### src/rtl/dl_pkg.sv
package dl_pkg;
  localparam int WORD_W    = 32;
  localparam int ADDR_W    = 3;
  localparam int FLAG_W    = 8;
  localparam int ADDR_IN_W = 8;
  localparam int FW_W      = $clog2(WORD_W + 1);

  typedef enum logic [1:0] {
    DL_FIXED   = 2'd0,
    DL_LONGREF = 2'd1,
    DL_LEADZ   = 2'd2,
    DL_QUAD    = 2'd3
  } dlmode_e;

  // order of fields within a frame; behaviour depends on this sequence
  typedef enum logic [3:0] {
    FLD_PRE0 = 4'd0,
    FLD_PRE1 = 4'd1,
    FLD_OPC  = 4'd2,
    FLD_PAD  = 4'd3,
    FLD_KEY  = 4'd4,
    FLD_LOCK = 4'd5,
    FLD_DATA = 4'd6,
    FLD_ADDR = 4'd7
  } field_e;

  typedef enum logic [1:0] {
    PH_IDLE   = 2'd0,
    PH_BUILD  = 2'd1,
    PH_STREAM = 2'd2
  } phase_e;

  typedef struct packed {
    logic              use_key;
    logic              page;
    logic              test;
    dlmode_e           mode;
    logic              reg_rd;
    logic              rd;
    logic              rst_cmd;
    logic [ADDR_W-1:0] blk;
    logic [WORD_W-1:0] data;
    logic [WORD_W-1:0] key;
  } cmd_t;
endpackage

### src/rtl/dl_flag_decode.sv
module dl_flag_decode
  import dl_pkg::*;
(
  input  logic [FLAG_W-1:0]    flags,
  input  logic [WORD_W-1:0]    data,
  input  logic [WORD_W-1:0]    key,
  input  logic [ADDR_IN_W-1:0] addr,
  output cmd_t                 cmd
);
  logic addr_all_ones;

  assign addr_all_ones = (addr == {ADDR_IN_W{1'b1}});

  always_comb begin
    cmd.use_key = flags[0];
    cmd.page    = flags[1];
    cmd.test    = flags[2];
    cmd.mode    = dlmode_e'(flags[4:3]);
    cmd.rd      = flags[6];
    cmd.reg_rd  = flags[5] | (flags[6] & addr_all_ones);
    cmd.rst_cmd = flags[7];
    cmd.blk     = addr[ADDR_W-1:0];
    cmd.data    = data;
    cmd.key     = key;
  end
endmodule

### src/rtl/dl_frame_builder.sv
module dl_frame_builder
  import dl_pkg::*;
#(
  parameter  int BUF_BITS = 80,
  localparam int LEN_W    = $clog2(BUF_BITS + 1),
  localparam int SUM_W    = LEN_W + 1
) (
  input  logic                clk,
  input  logic                rst,
  input  logic                start,
  input  cmd_t                cmd,
  output logic                done,
  output logic [BUF_BITS-1:0] bits,
  output logic [LEN_W-1:0]    len,
  output logic                ovf
);
  logic              active;
  field_e            fld;
  logic              inc;
  logic [FW_W-1:0]   w;
  logic [WORD_W-1:0] v;
  logic              fits;
  logic              long_pre;

  assign long_pre = (cmd.mode == DL_LEADZ) || (cmd.mode == DL_QUAD);

  always_comb begin
    inc = 1'b0;
    w   = FW_W'(1);
    v   = '0;
    unique case (fld)
      FLD_PRE0: inc = long_pre;
      FLD_PRE1: inc = (cmd.mode == DL_QUAD);
      FLD_OPC: begin
        inc = 1'b1;
        w   = FW_W'(2);
        if (cmd.rst_cmd)   v = '0;
        else if (cmd.test) v = WORD_W'(2'b01);
        else               v = WORD_W'({1'b1, cmd.page});
      end
      FLD_PAD: begin
        inc = !cmd.rst_cmd && cmd.use_key && long_pre;
        w   = FW_W'(2);
      end
      FLD_KEY: begin
        inc = !cmd.rst_cmd && cmd.use_key;
        w   = FW_W'(WORD_W);
        v   = cmd.key;
      end
      FLD_LOCK: inc = !cmd.rst_cmd && !cmd.reg_rd;
      FLD_DATA: begin
        inc = !cmd.rst_cmd && !cmd.rd;
        w   = FW_W'(WORD_W);
        v   = cmd.data;
      end
      FLD_ADDR: begin
        inc = !cmd.rst_cmd && !cmd.reg_rd;
        w   = FW_W'(ADDR_W);
        v   = WORD_W'(cmd.blk);
      end
      default: inc = 1'b0;
    endcase
  end

  assign fits = (SUM_W'(len) + SUM_W'(w)) <= SUM_W'(BUF_BITS);

  always_ff @(posedge clk) begin
    if (rst) begin
      active <= 1'b0;
      fld    <= FLD_PRE0;
      done   <= 1'b0;
      bits   <= '0;
      len    <= '0;
      ovf    <= 1'b0;
    end else begin
      done <= 1'b0;
      if (start) begin
        active <= 1'b1;
        fld    <= FLD_PRE0;
        bits   <= '0;
        len    <= '0;
      end else if (active) begin
        if (inc) begin
          if (fits) begin
            bits <= (bits << w) | BUF_BITS'(v);
            len  <= len + LEN_W'(w);
          end else begin
            ovf <= 1'b1;
          end
        end
        if (fld == FLD_ADDR) begin
          active <= 1'b0;
          done   <= 1'b1;
        end else begin
          fld <= field_e'(fld + 4'd1);
        end
      end
    end
  end


  len_cap_chk: assert property (@(posedge clk) disable iff (rst)
    len <= LEN_W'(BUF_BITS));


  start_clear_chk: assert property (@(posedge clk) disable iff (rst)
    start |=> (len == '0));
endmodule

### src/rtl/dl_bit_streamer.sv
module dl_bit_streamer
  import dl_pkg::*;
#(
  parameter int BUF_BITS = 80,
  parameter int LEN_W    = $clog2(BUF_BITS + 1)
) (
  input  logic                clk,
  input  logic                rst,
  input  logic                start,
  input  logic                pair_in,
  input  logic [LEN_W-1:0]    len,
  input  logic [BUF_BITS-1:0] bits,
  output logic                sym_valid,
  input  logic                sym_ready,
  output logic [1:0]          sym_bits,
  output logic                fin
);
  logic             active;
  logic             pair;
  logic [LEN_W-1:0] ptr;
  logic [LEN_W-1:0] rem;
  logic [LEN_W-1:0] lo_idx;
  logic [LEN_W-1:0] rem_init;

  assign rem_init  = pair_in ? (len >> 1) : len;
  assign lo_idx    = (ptr == '0) ? '0 : ptr - LEN_W'(1);
  assign sym_valid = active;
  assign sym_bits  = pair ? {bits[ptr], bits[lo_idx]} : {1'b0, bits[ptr]};

  always_ff @(posedge clk) begin
    if (rst) begin
      active <= 1'b0;
      pair   <= 1'b0;
      ptr    <= '0;
      rem    <= '0;
      fin    <= 1'b0;
    end else begin
      fin <= 1'b0;
      if (start) begin
        pair   <= pair_in;
        ptr    <= len - LEN_W'(1);
        rem    <= rem_init;
        active <= (rem_init != '0);
        fin    <= (rem_init == '0);
      end else if (active && sym_ready) begin
        ptr <= ptr - (pair ? LEN_W'(2) : LEN_W'(1));
        rem <= rem - LEN_W'(1);
        if (rem == LEN_W'(1)) begin
          active <= 1'b0;
          fin    <= 1'b1;
        end
      end
    end
  end


  stall_hold_chk: assert property (@(posedge clk) disable iff (rst)
    (sym_valid && !sym_ready) |=> (sym_valid && $stable(sym_bits)));
endmodule

### src/rtl/dl_framer.sv
module dl_framer
  import dl_pkg::*;
#(
  parameter  int BUF_BITS = 80,
  localparam int LEN_W    = $clog2(BUF_BITS + 1)
) (
  input  logic                 clk,
  input  logic                 rst,
  input  logic                 cmd_valid,
  output logic                 cmd_ready,
  input  logic [FLAG_W-1:0]    cmd_flags,
  input  logic [WORD_W-1:0]    cmd_data,
  input  logic [WORD_W-1:0]    cmd_key,
  input  logic [ADDR_IN_W-1:0] cmd_addr,
  output logic                 sym_valid,
  input  logic                 sym_ready,
  output logic [1:0]           sym_bits,
  output logic [1:0]           sym_mode,
  output logic [LEN_W-1:0]     frame_len,
  output logic                 overflow
);
  cmd_t                dec;
  cmd_t                lat;
  phase_e              phase;
  logic                accept;
  logic                build_go;
  logic                build_done;
  logic                stream_fin;
  logic [BUF_BITS-1:0] frame_bits;

  dl_flag_decode u_dec (
    .flags (cmd_flags),
    .data  (cmd_data),
    .key   (cmd_key),
    .addr  (cmd_addr),
    .cmd   (dec)
  );

  assign cmd_ready = (phase == PH_IDLE);
  assign accept    = cmd_valid && cmd_ready;
  assign sym_mode  = lat.mode;

  always_ff @(posedge clk) begin
    if (rst) begin
      phase    <= PH_IDLE;
      lat      <= '0;
      build_go <= 1'b0;
    end else begin
      build_go <= accept;
      unique case (phase)
        PH_IDLE: if (accept) begin
          lat   <= dec;
          phase <= PH_BUILD;
        end
        PH_BUILD:  if (build_done) phase <= PH_STREAM;
        PH_STREAM: if (stream_fin) phase <= PH_IDLE;
        default:   phase <= PH_IDLE;
      endcase
    end
  end

  dl_frame_builder #(.BUF_BITS(BUF_BITS)) u_build (
    .clk   (clk),
    .rst   (rst),
    .start (build_go),
    .cmd   (lat),
    .done  (build_done),
    .bits  (frame_bits),
    .len   (frame_len),
    .ovf   (overflow)
  );

  dl_bit_streamer #(.BUF_BITS(BUF_BITS), .LEN_W(LEN_W)) u_stream (
    .clk       (clk),
    .rst       (rst),
    .start     (build_done),
    .pair_in   (lat.mode == DL_QUAD),
    .len       (frame_len),
    .bits      (frame_bits),
    .sym_valid (sym_valid),
    .sym_ready (sym_ready),
    .sym_bits  (sym_bits),
    .fin       (stream_fin)
  );


  ready_idle_chk: assert property (@(posedge clk) disable iff (rst)
    cmd_ready |-> !sym_valid);


  single_bit_chk: assert property (@(posedge clk) disable iff (rst)
    (sym_valid && sym_mode != 2'd3) |-> (sym_bits[1] == 1'b0));


  mode_hold_chk: assert property (@(posedge clk) disable iff (rst)
    sym_valid |=> (!sym_valid || $stable(sym_mode)));


  ovf_sticky_chk: assert property (@(posedge clk) disable iff (rst)
    overflow |=> overflow);
endmodule

### config.mk
export PLATFORM = sky130hd
export DESIGN_NAME = dl_framer
export DESIGN_NICKNAME = d
export VERILOG_FILES = /design/src/rtl/dl_pkg.sv /design/src/rtl/dl_flag_decode.sv /design/src/rtl/dl_frame_builder.sv /design/src/rtl/dl_bit_streamer.sv /design/src/rtl/dl_framer.sv
export SDC_FILE = /design/constraint.sdc
export NUM_CORES = 1
export LEC_CHECK = 0
export BUFFER_PORTS_ARGS = -buffer_cell sky130_fd_sc_hd__buf_2
export CORE_MARGIN = 2
export CORE_UTILIZATION = 40
export DETAILED_ROUTE_END_ITERATION = 16
export GPL_TIMING_DRIVEN = 0
export PLACE_DENSITY = 0.63
export SLEW_MARGIN = 25
export SYNTH_ARGS = -nofsm -noshare
export SYNTH_HDL_FRONTEND = slang
export SYNTH_HIERARCHICAL = 1
export SYNTH_SLANG_ARGS = --single-unit
### constraint.sdc
create_clock -name clk -period 5.3 [get_ports clk]
set_input_delay 0.265 -clock clk [delete_from_list [all_inputs] [get_ports clk]]
set_output_delay 0.265 -clock clk [all_outputs]
set_load 0.005 [all_outputs]
# == Word-level counts from Yosys, hierarchy flattened ==
# Index checks and enable logic that the tools add are counted.
# totals
output_inout_bits,14
inputBits,84
reg_bits,189
# classes
n_reduce_logical,28
muxes,31
order_cmp,3
bitwise_logic,7
n_addsub,7
shifts,1
eq_ne,16
# ops
operator,count
$pmux 32 s4,1
$or 80x32->80,1
$shl 80x6->80,1
$mux 7,6
$mux 32,1
$sub 7x1->7 const B,3
$pmux 6 s3,1
$eq 4x3->1 const B,4
$lt 7x8->1 const B,2
$bmux 1 s7,2
$logic_not 7->1,2
$mux 1,12
$mux 2,6
$add 7x6->8,1
$eq 4x2->1 const B,2
$eq 8x8->1 const B,1
$le 8x7->1 const B,1
$reduce_or 2->1,4
$add 7x6->7,1
$eq 7x1->1 const B,1
$pmux 1 s7,1
$reduce_bool 7->1,1
$sub 7x7->7,1
$eq 2x2->1 const B,3
18 further kinds,34

# == Longest topological paths before layout ==
# depth
word_depth,7
mapped_depth,20
ltp_nobuf,14

# == Hierarchy ==
# Netlist, hierarchy kept.
# modules_own_cells
mod,n_inst,area_per_inst_um2,cells_per_inst
dl_frame_builder,1,6810.3,854
dl_framer,1,3460.8,339
dl_bit_streamer,1,2912.8,347
dl_flag_decode,1,580.6,77

# == Worst setup path before layout ==
# OpenSTA, ideal clock, no wires.
# synth_timing
kind,flip-flop to flip-flop
startpoint,register u_build.fld[0]
endpoint,register u_build.bits[42]
slack_ns,1.287
required_time_ns,5.184
arrival_time_ns,3.897
path_buffers,6
setup_ns,0.116
stages_incl_launch_ff,21
cell_sequence,dfxtp_1 -> inv_1 -> ha_1 -> buf_4 -> a211o_1 -> and2_1 -> buf_6 -> inv_2 -> buf_4 -> buf_2 -> ha_1 -> inv_1 -> fa_1 -> and3b_1 -> nand3_1 -> o31a_1 -> o21ai_2 -> buf_2 -> buf_2 -> o2111ai_1 -> o211a_1
# synth_between
elab_chain_len,6
# synth_rtl
item,line_no,text
"start, declared",dl_frame_builder.sv:18,field_e fld;
"start signal, assigned",dl_frame_builder.sv:95,fld <= field_e'(fld + 4'd1);
$eq 4x3->1 / $eq 4x2->1 (equally long branches),dl_frame_builder.sv:31,unique case (fld)
$reduce_or 2->1 (no source line),--,
$pmux 6 s3,dl_frame_builder.sv:31,
$add 7x6->8,dl_frame_builder.sv:65,assign fits = (SUM_W'(len) + SUM_W'(w)) <= SUM_W'(BUF_BITS);
$le 8x7->1,dl_frame_builder.sv:65,
$reduce_and 3->1 (no source line),--,
"end signal, assigned",dl_frame_builder.sv:85,bits <= (bits << w) | BUF_BITS'(v);
"end, declared",dl_frame_builder.sv:13,"output logic [BUF_BITS-1:0] bits,"
# Parallel ways exist; a longest one is shown, timed or not.
# A chain may end at the register's enable or synchronous reset.

# == Final worst setup path ==
# layout_timing
startpoint,register u_build.fld[0]
endpoint,register u_build.bits[59]
# Same word-level chain as after synthesis.

==> results.md <==
GRT:
- The number of antenna violations at the first check in global routing is 0.
- The global-route wire length before repair is 82.4 mm.
- The total overflow left after global routing is 0.
- The global routing usage summed across all routing layers is between 30% and 40%.
- Entering global routing, the biggest net connects 19 pins.
- The number of global-route vias before repair is 13000.

Detailed routing:
- The first detailed-routing pass ran for 6 iterations.
- In the routed design, unresolved DRC markers number 0.
- The count of vias placed by the detailed router is about 13000.
- In the routed layout, each cell is associated on average with a via count of 6.26.
- The total detailed-routing wirelength is 54.7 mm.
- The detailed router finished its first iteration with 1488 violations.
- Dividing the detail-routed wire length by the instance count gives roughly 26 microns.
- The remaining antenna violation count after routing is 0.

Timing:
- The relative slew slack is between 30% and 40%.
- Derived from the worst setup path, the maximum achievable clock frequency is 203 MHz.
- After layout, the minimum clock period comes to approximately 5 ns.
- For the pin with the worst max-slew slack, the measured transition is 0.988 ns.
- The worst hold slack across all endpoints is a little under 0.07 ns.
- The clock arrives with between 0.015 and 0.02 ns of skew.
- Setup repair after global routing left no endpoint under its margin.
- The total count of max-transition violations in the final report was 0.
- The number of setup violations in the final report is 0.
- In the finished design, the share of the clock period the worst path needs comes to 92.9%.
- The number of hold-slack violations in the final timing report is 0.
- The total negative setup slack is 0 ns.

Setup path:
- For this run, the slowest stage of the critical path takes 0.47 ns.
- The category of the worst setup path launch point is a register.
- The family of cells with the greatest summed delay on the critical path is buffers and inverters.
- The critical path in this run is classified as register to register.
- The capturing element type of the critical path is a register.
- The combined buffer and inverter count along the critical path is 8.
- The critical-path maximum fanout is 19.
- The critical path goes through inv_1, ha_1, buf_4, a211o_1, and2_1, buf_6, inv_2, buf_4, ha_1, inv_1, fa_1, and3b_1, nand3_1, o31a_1, o21ai_2, clkbuf_4, clkbuf_4, o2111ai_1, a21oi_1.
- Data on the critical path is required at its endpoint by ~5.7 ns.
- The data arrival time at the worst-slack endpoint is about 5.3 ns.
- The cell type of the slowest stage on the worst timing path is fa_1.

Synthesis:
- The share of the Yosys chip area taken by registers is between 20% and 30%.
- Counting instances in the post-synthesis netlist gives the leading cell types as dfxtp_1 (189), nand2b_1 (159), mux2i_1 (148).
- Counting flops with a built-in enable in the synthesized netlist gives 0.
- Sorting the synthesized cells by area gives the leading types as dfxtp_1 (27%), mux2i_1 (11%), nand2b_1 (7.2%).
- The mean post-synth cell area is ~8.5 sq um.
- For this run, the number of Yosys warnings is 6.
- The cell count after synthesis came out at approximately 1600.
- After synthesis, the share of flip-flops with an asynchronous set or reset is 0%.
- Of the post-synthesis cell area, the dominant cell type holds between 20 and 30%.
- The biggest area contributor in the post-synthesis netlist is dfxtp_1.
- The netlist area before placement is 0.0138 sq mm.
- The number of register bits inferred by synthesis is 189.
- In this run, distinct cell masters in the synthesized netlist total roughly 90.
- The post-synthesis net count is roughly 1700.
- By instance count, the leading cell after synthesis is dfxtp_1.
- The prevailing post-synth register cell is dfxtp_1.

Clocking:
- The clock slew seen by the registers of the worst setup and hold paths is 0.08 ns.
- The number of hold buffers added after CTS was 0.
- The count of clock tree sinks is 189.
- No sink is reached through more buffers than the 2 on the longest clock path.
- The clock tree root buffer cell is clkbuf_16.
- The clock latency reported for the late side of the worst-skew pair is around 0.47 ns.
- The maximum level of the CTS H-tree is 4.
- The CTS tree is yes.
- In this run, CTS created clock tree buffers numbering 17.

Die:
- The area of the core region is 0.0337 sq mm.
- Once the floorplan was initialized, standard cells occupied around two fifths of the core.
- From left edge to right edge, the die measures ~190 microns.
- The total I/O pin count is 98.
- The die covers 0.0359 sq mm.
- The die is approximately 190 microns tall.
- The floorplan has 67 rows.

Layout:
- The growth of design area from synthesis to finish is 9.42%.
- In the final layout, flip-flops and latches occupy ~0.0038 sq mm.
- The number of fillers in the final layout is around 3400.
- The multi-input combinational cells in the finished layout cover a total of between 0.008 and 0.009 sq mm.
- Cells fill 44.7% of the core in the end.
- The total number of nets in the final design is around 1800.
- The share of layout cells above drive strength 1 is between 15 and 20%.

Placed design:
- The congestion estimate from routability-driven global placement came to 1.00.
- The number of input and output port buffers inserted is 27.
- Detailed placement ended at an HPWL of 41.3 mm.

Status:
- The flow ran to the end, and the final reports show no timing, DRC or antenna violations.

Power and ir drop:
- The total power is between 3 and 4 mW.
- The total leakage power is 5.70 nW.
- IR analysis of the VDD net gives a maximum drop of around 0.23 mV.
- Dividing total power by cell area gives a power density of around 210 mW/mm^2.

Hold path:
- The class of the tightest hold or removal check is primary input to register.

Flow run:
- Across the run, the number of max-cap violations was 0.
## state kept, by name, summed over array words and instances, names as in the netlist
| register | count |
|---|---|
| lat | 73 |
| u_stream/rem | 7 |
| u_build/done | 1 |
| u_build/len | 7 |
| sym_mode | 2 |
| u_stream/pair | 1 |
| build_go | 1 |
| u_build/fld | 4 |
| phase | 2 |
| u_build/bits | 80 |
| u_build/ovf | 1 |
| u_stream/fin | 1 |
| u_build/active | 1 |
| u_stream/ptr | 7 |
| u_stream/sym_valid | 1 |
## per-layer routing
| metal | vias up | wire length (microns) | part of all wire [%] | track usage, % |
|---|---|---|---|---|
| met5 | - | 0 | 0 | 0 |
| met4 | 0 | 2750 | 5.0 | 15.7 |
| met3 | 154 | 4290 | 7.8 | 5.58 |
| met2 | 685 | 24600 | 45 | 47.8 |
| met1 | 6463 | 23100 | 42 | 39.8 |
| li1 | 5985 | - | - | - |
## cell usage in the layout, fill, tap and decap left out, types with 13 or more instances in the layout
cell type	Yosys	layout
nand2_1	111	111
xnor2_1	13	13
mux4_2	18	18
mux2_2	27	27
dfxtp_1	189	189
o22ai_1	14	14
inv_1	22	22
nand2b_1	159	159
clkbuf_16	0	17
o2111ai_1	13	13
clkbuf_1	63	58
buf_4	88	89
nor2_1	76	76
mux2i_1	148	148
o211a_1	17	17
a21oi_1	105	105
o21ai_0	49	49
nand3_1	56	56
buf_2	44	67
ha_1	14	14
buf_6	18	18
a22o_1	13	13
a31oi_1	14	14
nor3_1	21	21
a211oi_1	73	72
and3_1	15	15
## what timing repair did
action / CTS / global route
pin swaps: 1 / 0
gates resized for setup: 0 / 15
endpoints found under the setup margin: 7 / 82
buffers inserted: 1 / 0
## cell families after synthesis
group,share of synthesized area (%)
buffers and inverters,10.8
AND/OR/NAND/NOR,20.0
multiplexers,16.9
XOR/XNOR,1.39
adder cells (fa/ha/maj),1.56
AO/OA/AOI/OAI,21.9
flip-flops,27.5
## power breakdown
part           internal [mW]  leakage, nW  switching, mW
sequential              1.47         1.54         0.0491
clock                  0.668        0.282          0.656
combinational          0.153         3.89          0.187
total                   2.29         5.70          0.892
## area by class of cell
type | count | share of cell area [%]
clock inverter | 14 | 0.972
buffer | 218 | 9.30
sequential | 189 | 25.1
multi-input combinational | 1184 | 56.5
timing repair buffer | 28 | 0.947
inverter | 24 | 0.598
clock buffer | 18 | 2.85
antenna | 1 | 0.0166
tap | 448 | 3.72
## path summary, 6_finish.rpt
kind / start / to / slack [ns] / depth (start not counted)
worst min-delay path: cmd_data[20] / lat[52]$_SDFFE_PP0P_ / 0.07 / 3
worst max-delay path: u_build/fld[0]$_SDFFE_PP0P_ / u_build/bits[59]$_SDFFE_PP0P_ / 0.38 / 19
worst min register to register: u_build/ovf$_SDFFE_PP0P_ / u_build/ovf$_SDFFE_PP0P_ / 0.47 / 2
worst max register to register: u_build/fld[0]$_SDFFE_PP0P_ / u_build/bits[59]$_SDFFE_PP0P_ / 0.38 / 19
## worst register-to-register path, stage by stage, from the launching register on
cell       delay [ns]
dfxtp_1          0.43
inv_1            0.09
ha_1             0.22
buf_4            0.18
a211o_1          0.44
and2_1           0.22
buf_6            0.15
inv_2            0.15
buf_4            0.32
ha_1             0.26
inv_1            0.06
fa_1             0.47
and3b_1          0.35
nand3_1          0.10
o31a_1           0.32
o21ai_2          0.11
clkbuf_4         0.29
clkbuf_4         0.29
o2111ai_1        0.21
a21oi_1          0.20
## through the flow
| step | instances | area, sq um | worst slack (ns) |
|---|---|---|---|
| after floorplan | 1617 | 13800 | 1.29 |
| after global placement | 2092 | 14500 | -0.0266 |
| after detailed placement | 2092 | 14500 | -0.0524 |
| after CTS | 2125 | 15000 | 0.0717 |
| after global routing | 2123 | 15100 | 0.151 |
| final | 2124 | 15100 | 0.379 |
(Power assumes the default switching activity.)
